$ cat src/rtl/quad_poly_eval.sv
module qp_pipe #(
  parameter int WIDTH = 8,
  parameter int DEPTH = 1
) (
  input  logic             clk,
  input  logic [WIDTH-1:0] d,
  output logic [WIDTH-1:0] q
);
  logic [WIDTH-1:0] st [DEPTH];
  always_ff @(posedge clk) begin
    st[0] <= d;
    for (int i = 1; i < DEPTH; i++) st[i] <= st[i-1];
  end
  assign q = st[DEPTH-1];
endmodule

module quad_poly_eval #(
  parameter int W       = 16,
  parameter int SQ_LAT  = 2,
  parameter int MUL_LAT = 3,
  parameter int ADD_LAT = 1
) (
  input  logic           clk,
  input  logic           rst_n,
  input  logic           in_valid,
  input  logic [W-1:0]   in_x,
  input  logic [W-1:0]   coef_sq,
  input  logic [W-1:0]   coef_lin,
  input  logic [W-1:0]   coef_const,
  output logic           out_valid,
  output logic [3*W:0]   y
);
  localparam int PW   = 2 * W;
  localparam int QW   = 3 * W;
  localparam int RW   = 3 * W + 1;
  localparam int DA   = SQ_LAT + MUL_LAT;
  localparam int DB   = MUL_LAT + ADD_LAT;
  localparam int DMAX = (DA > DB) ? DA : DB;
  localparam int PADA = DMAX - DA;
  localparam int PADB = DMAX - DB;
  localparam int LAT  = DMAX + ADD_LAT + 1;
  localparam int CW   = $clog2(LAT + 1) + 1;

  logic [PW-1:0] x_ext;
  assign x_ext = {{W{in_x[W-1]}}, in_x};

  // square branch
  logic [PW-1:0] sq_c, sq_q;
  logic [W-1:0]  c2_d;
  logic [QW-1:0] pa_c, pa_q, pa_al;
  assign sq_c = $signed(x_ext) * $signed(x_ext);
  qp_pipe #(.WIDTH(PW), .DEPTH(SQ_LAT)) u_sq (.clk(clk), .d(sq_c),    .q(sq_q));
  qp_pipe #(.WIDTH(W),  .DEPTH(SQ_LAT)) u_c2 (.clk(clk), .d(coef_sq), .q(c2_d));
  assign pa_c = $signed({{W{sq_q[PW-1]}}, sq_q}) * $signed({{PW{c2_d[W-1]}}, c2_d});
  qp_pipe #(.WIDTH(QW), .DEPTH(MUL_LAT)) u_pa (.clk(clk), .d(pa_c), .q(pa_q));

  // linear branch
  logic [PW-1:0] pb_c, pb_q;
  logic [W-1:0]  c0_d;
  logic [QW-1:0] sb_c, sb_q, sb_al;
  assign pb_c = $signed(x_ext) * $signed({{W{coef_lin[W-1]}}, coef_lin});
  qp_pipe #(.WIDTH(PW), .DEPTH(MUL_LAT)) u_pb (.clk(clk), .d(pb_c),       .q(pb_q));
  qp_pipe #(.WIDTH(W),  .DEPTH(MUL_LAT)) u_c0 (.clk(clk), .d(coef_const), .q(c0_d));
  assign sb_c = {{W{pb_q[PW-1]}}, pb_q} + {{PW{c0_d[W-1]}}, c0_d};
  qp_pipe #(.WIDTH(QW), .DEPTH(ADD_LAT)) u_sb (.clk(clk), .d(sb_c), .q(sb_q));

  // depth balancing
  generate
    if (PADA == 0) begin : g_nopad_a
      assign pa_al = pa_q;
    end else begin : g_pad_a
      qp_pipe #(.WIDTH(QW), .DEPTH(PADA)) u_pad_a (.clk(clk), .d(pa_q), .q(pa_al));
    end
    if (PADB == 0) begin : g_nopad_b
      assign sb_al = sb_q;
    end else begin : g_pad_b
      qp_pipe #(.WIDTH(QW), .DEPTH(PADB)) u_pad_b (.clk(clk), .d(sb_q), .q(sb_al));
    end
  endgenerate

  // join
  logic [RW-1:0] fn_c, fn_q;
  assign fn_c = {pa_al[QW-1], pa_al} + {sb_al[QW-1], sb_al};
  qp_pipe #(.WIDTH(RW), .DEPTH(ADD_LAT)) u_fn (.clk(clk), .d(fn_c), .q(fn_q));

  logic [LAT-1:0] vld_sr;
  always_ff @(posedge clk) begin
    if (!rst_n) begin
      vld_sr <= '0;
      y      <= '0;
    end else begin
      vld_sr <= {vld_sr[LAT-2:0], in_valid};
      if (vld_sr[LAT-2]) y <= fn_q;
    end
  end
  assign out_valid = vld_sr[LAT-1];

  logic [CW-1:0] inflight, quiet;
  always_ff @(posedge clk) begin
    if (!rst_n) begin
      inflight <= '0;
      quiet    <= CW'(LAT);
    end else begin
      inflight <= inflight + CW'(in_valid) - CW'(out_valid);
      if (in_valid)               quiet <= '0;
      else if (quiet < CW'(LAT))  quiet <= quiet + 1'b1;
    end
  end


  y_hold_chk: assert property (@(posedge clk) disable iff (!rst_n)
    !out_valid |-> $stable(y));

  inflight_bound_chk: assert property (@(posedge clk) disable iff (!rst_n)
    inflight <= CW'(LAT));

  quiet_idle_chk: assert property (@(posedge clk) disable iff (!rst_n)
    (quiet >= CW'(LAT)) |-> !out_valid);

  valid_source_chk: assert property (@(posedge clk) disable iff (!rst_n)
    out_valid |-> (inflight != '0));
endmodule

$ cat config.mk
export PLATFORM = sky130hd
export DESIGN_NAME = quad_poly_eval
export DESIGN_NICKNAME = d
export VERILOG_FILES = /design/src/rtl/quad_poly_eval.sv
export SDC_FILE = /design/constraint.sdc
export NUM_CORES = 2
export LEC_CHECK = 0
export BUFFER_PORTS_ARGS = -buffer_cell sky130_fd_sc_hd__buf_2
export CORE_MARGIN = 4
export CORE_UTILIZATION = 32
export CTS_CLUSTER_SIZE = 12
export DETAILED_ROUTE_END_ITERATION = 8
export GPL_ROUTABILITY_DRIVEN = 0
export PLACE_DENSITY = 0.57
export SLEW_MARGIN = 20
export SYNTH_ARGS = -nofsm -noshare
export SYNTH_HDL_FRONTEND = slang
export SYNTH_HIERARCHICAL = 1
export SYNTH_SLANG_ARGS = --single-unit
$ cat constraint.sdc
create_clock -name clk -period 11.8 [get_ports clk]
set_input_delay 2.36 -clock clk [delete_from_list [all_inputs] [get_ports clk]]
set_output_delay 2.36 -clock clk [all_outputs]
set_load 0.03 [all_outputs]
Yosys cells after proc, flatten, opt, wreduce, memory -nomap -nowiden

Memory sizes are Yosys's and may differ from the RTL's. A register that Yosys moved wholly into a read port is not among the register bits.
Cells that the tools add are included.
Widths: inputs -> output; s select.

Register bits after elaboration: 7
Output and inout bits: 50
RAM bits: 529
Word-level logic and storage cells: 15
Memories: 8
Bits of input ports: 67

Multiply operators: 3
$add $sub $neg: 2
Reductions and logical operators: 1

Memory list:

| name               | depth | width | read ports | clocked after memory_dff | wr ports | line | source |
|---|---|---|---|---|---|---|---|
| u_pa.st            | 3     | 48    | 3          | 0                        | 3        | 9    | `logic [WIDTH-1:0] st [DEPTH];` |
| u_pb.st            | 3     | 32    | 3          | 0                        | 3        | 9    |  |
| u_sq.st            | 2     | 32    | 2          | 0                        | 2        | 9    |  |
| u_fn.st            | 1     | 49    | 1          | 1                        | 1        | 9    |  |
| g_pad_b.u_pad_b.st | 1     | 48    | 1          | 0                        | 1        | 9    |  |
| u_c0.st            | 3     | 16    | 3          | 0                        | 3        | 9    |  |
| 2 more memories    | n/a   | n/a   | n/a        | n/a                      | n/a      | n/a  |  |

Operator list:

| kind            | count |
|---|---|
| $mul 16x16->32  | 2 |
| $add 48x48->49  | 1 |
| $mul 32x16->48  | 1 |
| $add 32x16->33  | 1 |
| $logic_not 1->1 | 1 |

Longest topological paths before layout

Word-level depth: 1
Depth in mapped cells: 26
Mapped depth without buffers: 25

Hierarchy

The synthesis kept the hierarchy.

By module, submodules not included:

| module                        | seq. area each (um2) | area each (um2) | times used | cells each |
|---|---|---|---|---|
| quad_poly_eval                | 1121.1               | 42231.8         | 1          | 4794 |
| qp_pipe (u_pa)                | 2882.8               | 3243.1          | 1          | 192 |
| qp_pipe (u_pb)                | 1921.8               | 2162.1          | 1          | 128 |
| qp_pipe (g_pad_b.u_pad_b ...) | 960.9                | 960.9           | 2          | 48 |
| qp_pipe (u_sq)                | 1281.2               | 1521.5          | 1          | 96 |
| qp_pipe (u_c0)                | 960.9                | 1081.0          | 1          | 64 |
| qp_pipe (u_fn)                | 980.9                | 980.9           | 1          | 49 |
| qp_pipe (u_c2)                | 640.6                | 760.7           | 1          | 48 |

Worst setup path before layout

OpenSTA, ideal clock, no wires.

Path type: input to register
From: input in_x[10]
To: memory u_sq/st[0][31] (netlist bit)
Setup slack: 3.099 ns
Stages: 23
Library setup time: 0.128 ns
Data required time: 11.672 ns
Arrival: 8.573 ns
Buffers on the path: 2
Path through: clkbuf_1 clkbuf_1 nand2_1 fa_1 inv_1 fa_1 fa_1 fa_1 inv_1 fa_1 fa_1 inv_1 ha_1 a21o_1 a21o_1 a21o_1 a221o_1 a2111oi_2 o21bai_1 a311o_1 a21oi_2 mux2i_1 nand4_1

RTL lines:

| element         | line | source |
|---|---|---|
| start, declared | 26   | `input logic [W-1:0] in_x,` |
| end, declared   | 9    |  |

==> flow_summary.yaml <==
detailed_routing:
  first_pass_iters: 5
  wl_per_cell_um: 16.4
  vias: 34500
  drt_iter0_markers: 1926
  drc_errors: 0
  antenna_left: 0
  avgViaCountPerCell: 4.54
  routed_wl_um: 124000
critical_path:
  rr_worst_depth: 21
  rrSetupSlack_ns: 4.37
  rr_startpoint: "u_sq/st[0][43]"
  cp-end-kind: "flop"
  cp_max_fo: 31
  regToRegEndpoint: "u_pa/st[0][46]"
  path_class: "input port to flop"
  crit_arrival_ns: 9.06
  crit_path_start_kind: "input port"
  cp.required_ns: 12.31
timing:
  skew_ns: 0.0510
  holdWs_ns: 0.302
  timing.fmax_mhz: 117
  setup_viol: 0
  drv_slew: 0
  rsz0062_at_grt: "no"
  hold_viol_final: 0
  setup_slack_ns: 3.25
  fin_crit_ns: 8.55
  period_share_pct: 72.5
  maxSlewHeadroom_pct: 31.6
  finalSetupTns_ns: 0
  worstMarginPinSlew_ns: 1.03
cts:
  clock_latency_ns: 0.65
  cts_resized: 0
  cts_hold_buf: 0
  clk_pin_slew_ns: 0.06
  numClockSinks: 585
  cts_tree: "built"
  cts_buffers: 68
  cts_setup_buffers: 0
  clockBufferDepth: 3
  cts-root-buf: "clkbuf_16"
  htreeDepth: 3
logic_synthesis:
  yosysMostFrequentCell: "inv_1"
  ys_warn_count: 6
  synthTopCellsByCount: "inv_1 (1199), fa_1 (991), nand2_1 (601)"
  netlist_area_um2: 53900
  synth_top_cell_by_area: "fa_1"
  ys_types: 78
  yosys.area.top_type_share_pct: 36.8
  synth_area_per_cell_um2: 9.86
  ys_seq_area_share_pct: 21.7
  synth_nets: 6883
  ys_async_sr_fraction_pct: 0
  synth_edf_count: 0
  synth_ff_type: "dfxtp_1"
  ys_ff_latch: 585
  synth_cells: 5467
  synth.area.top_cells: "fa_1 (37%), dfxtp_1 (22%), inv_1 (8.3%), ha_1 (8.3%), nand2_1 (4.2%)"
global_routing:
  grt_pass1_wl_um: 204000
  grt_pass1_vias: 37760
  grt_max_degree: 57
  grt_overflow_total: 0
  grt_usage_pct: 14.7
  antenna_found_initial: 19
worst_hold_path:
  holdPathStages: 0
  hp-class: "flop to flop"
  min-delay-start: "u_pa/st[0][33]"
  hold_end: "u_pa/st[0][81]"
placement:
  dp_cells: 7491
  pre_cts_ws_ns: 2.57
  dpl.hpwl_um: 97300
  io_buffer_count: 116
final_layout:
  areaGrowthSynthToFinish_pct: 7.48
  layout-drive-gt1-share_pct: 5.08
  nets: 6773
  stdcell_count: 7603
  fillers: 16976
run:
  maxCapViolCount: 0
outcome:
  outcome: "complete, no violations"
floorplan:
  core-area_um2: 167000
  die_h_um: 418
  ios: 117
  row_count: 150
  initial_utilization_pct: 32.2
  die_area_um2: 175000
  die_w_um: 418
-- cells by family after synthesis --
kind of cell,count (synthesis),synth area share [%]
AO/OA/AOI/OAI,472,5.88
XOR/XNOR,189,3.07
adder cells (fa/ha/maj),1349,45.1
buffers and inverters,1519,11.6
flip-flops,585,21.7
multiplexers,54,1.00
other,1,0.00696
AND/OR/NAND/NOR,1298,11.6
-- metal layers --
metal | GRT usage, % | part of all wire (%)
met5 | 0 | 0.0064
met2 | 25.4 | 49
met3 | 2.09 | 5.1
met4 | 4.11 | 2.8
met1 | 19.3 | 43
-- worst max-delay path by stage --
stage | slack [ns] | cells after the start | start | to
2_1_floorplan | 3.10 | 23 | in_x[10] | u_sq/st[0][31]
3_3_place_gp | 2.70 | 22 | in_x[5] | u_sq/st[0][31]
3_5_place_dp | 2.57 | 22 | in_x[3] | u_sq/st[0][31]
4_1_cts | 3.26 | 22 | in_x[3] | u_sq/st[0][31]
5_1_grt | 2.80 | 22 | in_x[5] | u_sq/st[0][31]
6_report | 3.25 | 22 | in_x[3] | u_sq/st[0][31]
-- final cells by class --
cell class	instances	area [um^2]	share of cell area (%)
inverters	1201	4510	7.78
well taps	2204	2760	4.76
repair buffers	138	746	1.29
clock buffers	82	1840	3.17
diodes	5	12.5	0.0216
clock inverters	25	405	0.700
multi-input cells	3363	35900	62.0
flip-flops and latches	585	11700	20.2
-- critical path, cell delays in order --
cell       delay [ns]
buf_2            0.51
nand2_1          0.24
fa_1             0.58
inv_1            0.05
fa_1             0.55
fa_1             0.45
fa_1             0.55
inv_1            0.05
fa_1             0.45
fa_1             0.49
inv_1            0.04
ha_1             0.33
a21o_1           0.20
a21o_1           0.17
a21o_1           0.19
a221o_1          0.33
a2111oi_2        0.35
o21bai_1         0.22
a311o_1          0.39
a21oi_2          0.21
mux2i_1          0.21
nand4_1          0.10
-- placed cells by master, fill, tap and decap left out, types with 24 or more instances in the layout --
| master | netlist | routed |
|---|---|---|
| xor2_1 | 55 | 55 |
| a21o_1 | 93 | 93 |
| a21oi_1 | 141 | 141 |
| mux2i_1 | 54 | 54 |
| and2_1 | 345 | 345 |
| buf_2 | 1 | 116 |
| xnor2_1 | 134 | 134 |
| dfxtp_1 | 585 | 575 |
| o21a_1 | 24 | 24 |
| clkbuf_16 | 0 | 69 |
| nand2_1 | 601 | 601 |
| inv_1 | 1199 | 1199 |
| ha_1 | 358 | 358 |
| nor3_1 | 27 | 27 |
| fa_1 | 991 | 991 |
| nor2b_1 | 69 | 69 |
| nand2b_1 | 32 | 32 |
| nor2_1 | 133 | 133 |
| o21bai_1 | 26 | 26 |
| nand3_1 | 24 | 24 |
| o21ai_0 | 63 | 63 |
-- registers in the layout (all words and copies together), names as in the netlist --
signal	count
u_pa/st	144
u_pb/st	96
u_sq/st	64
u_fn/st	49
y	49
g_pad_b.u_pad_b/st	48
u_c0/st	48
u_sb/st	48
u_c2/st	32
vld_sr	7
-- through the flow --
stage,util (%),area [um^2]
2_1_floorplan,-,53900
3_3_place_gp,33.3,55700
3_5_place_dp,33.3,55700
4_1_cts,34.6,57900
5_1_grt,34.6,57900
6_report,34.6,57900
Power is left out: the tool's default activity adds up to more than one toggle a clock period on the data nets, which glitch-free logic cannot reach.
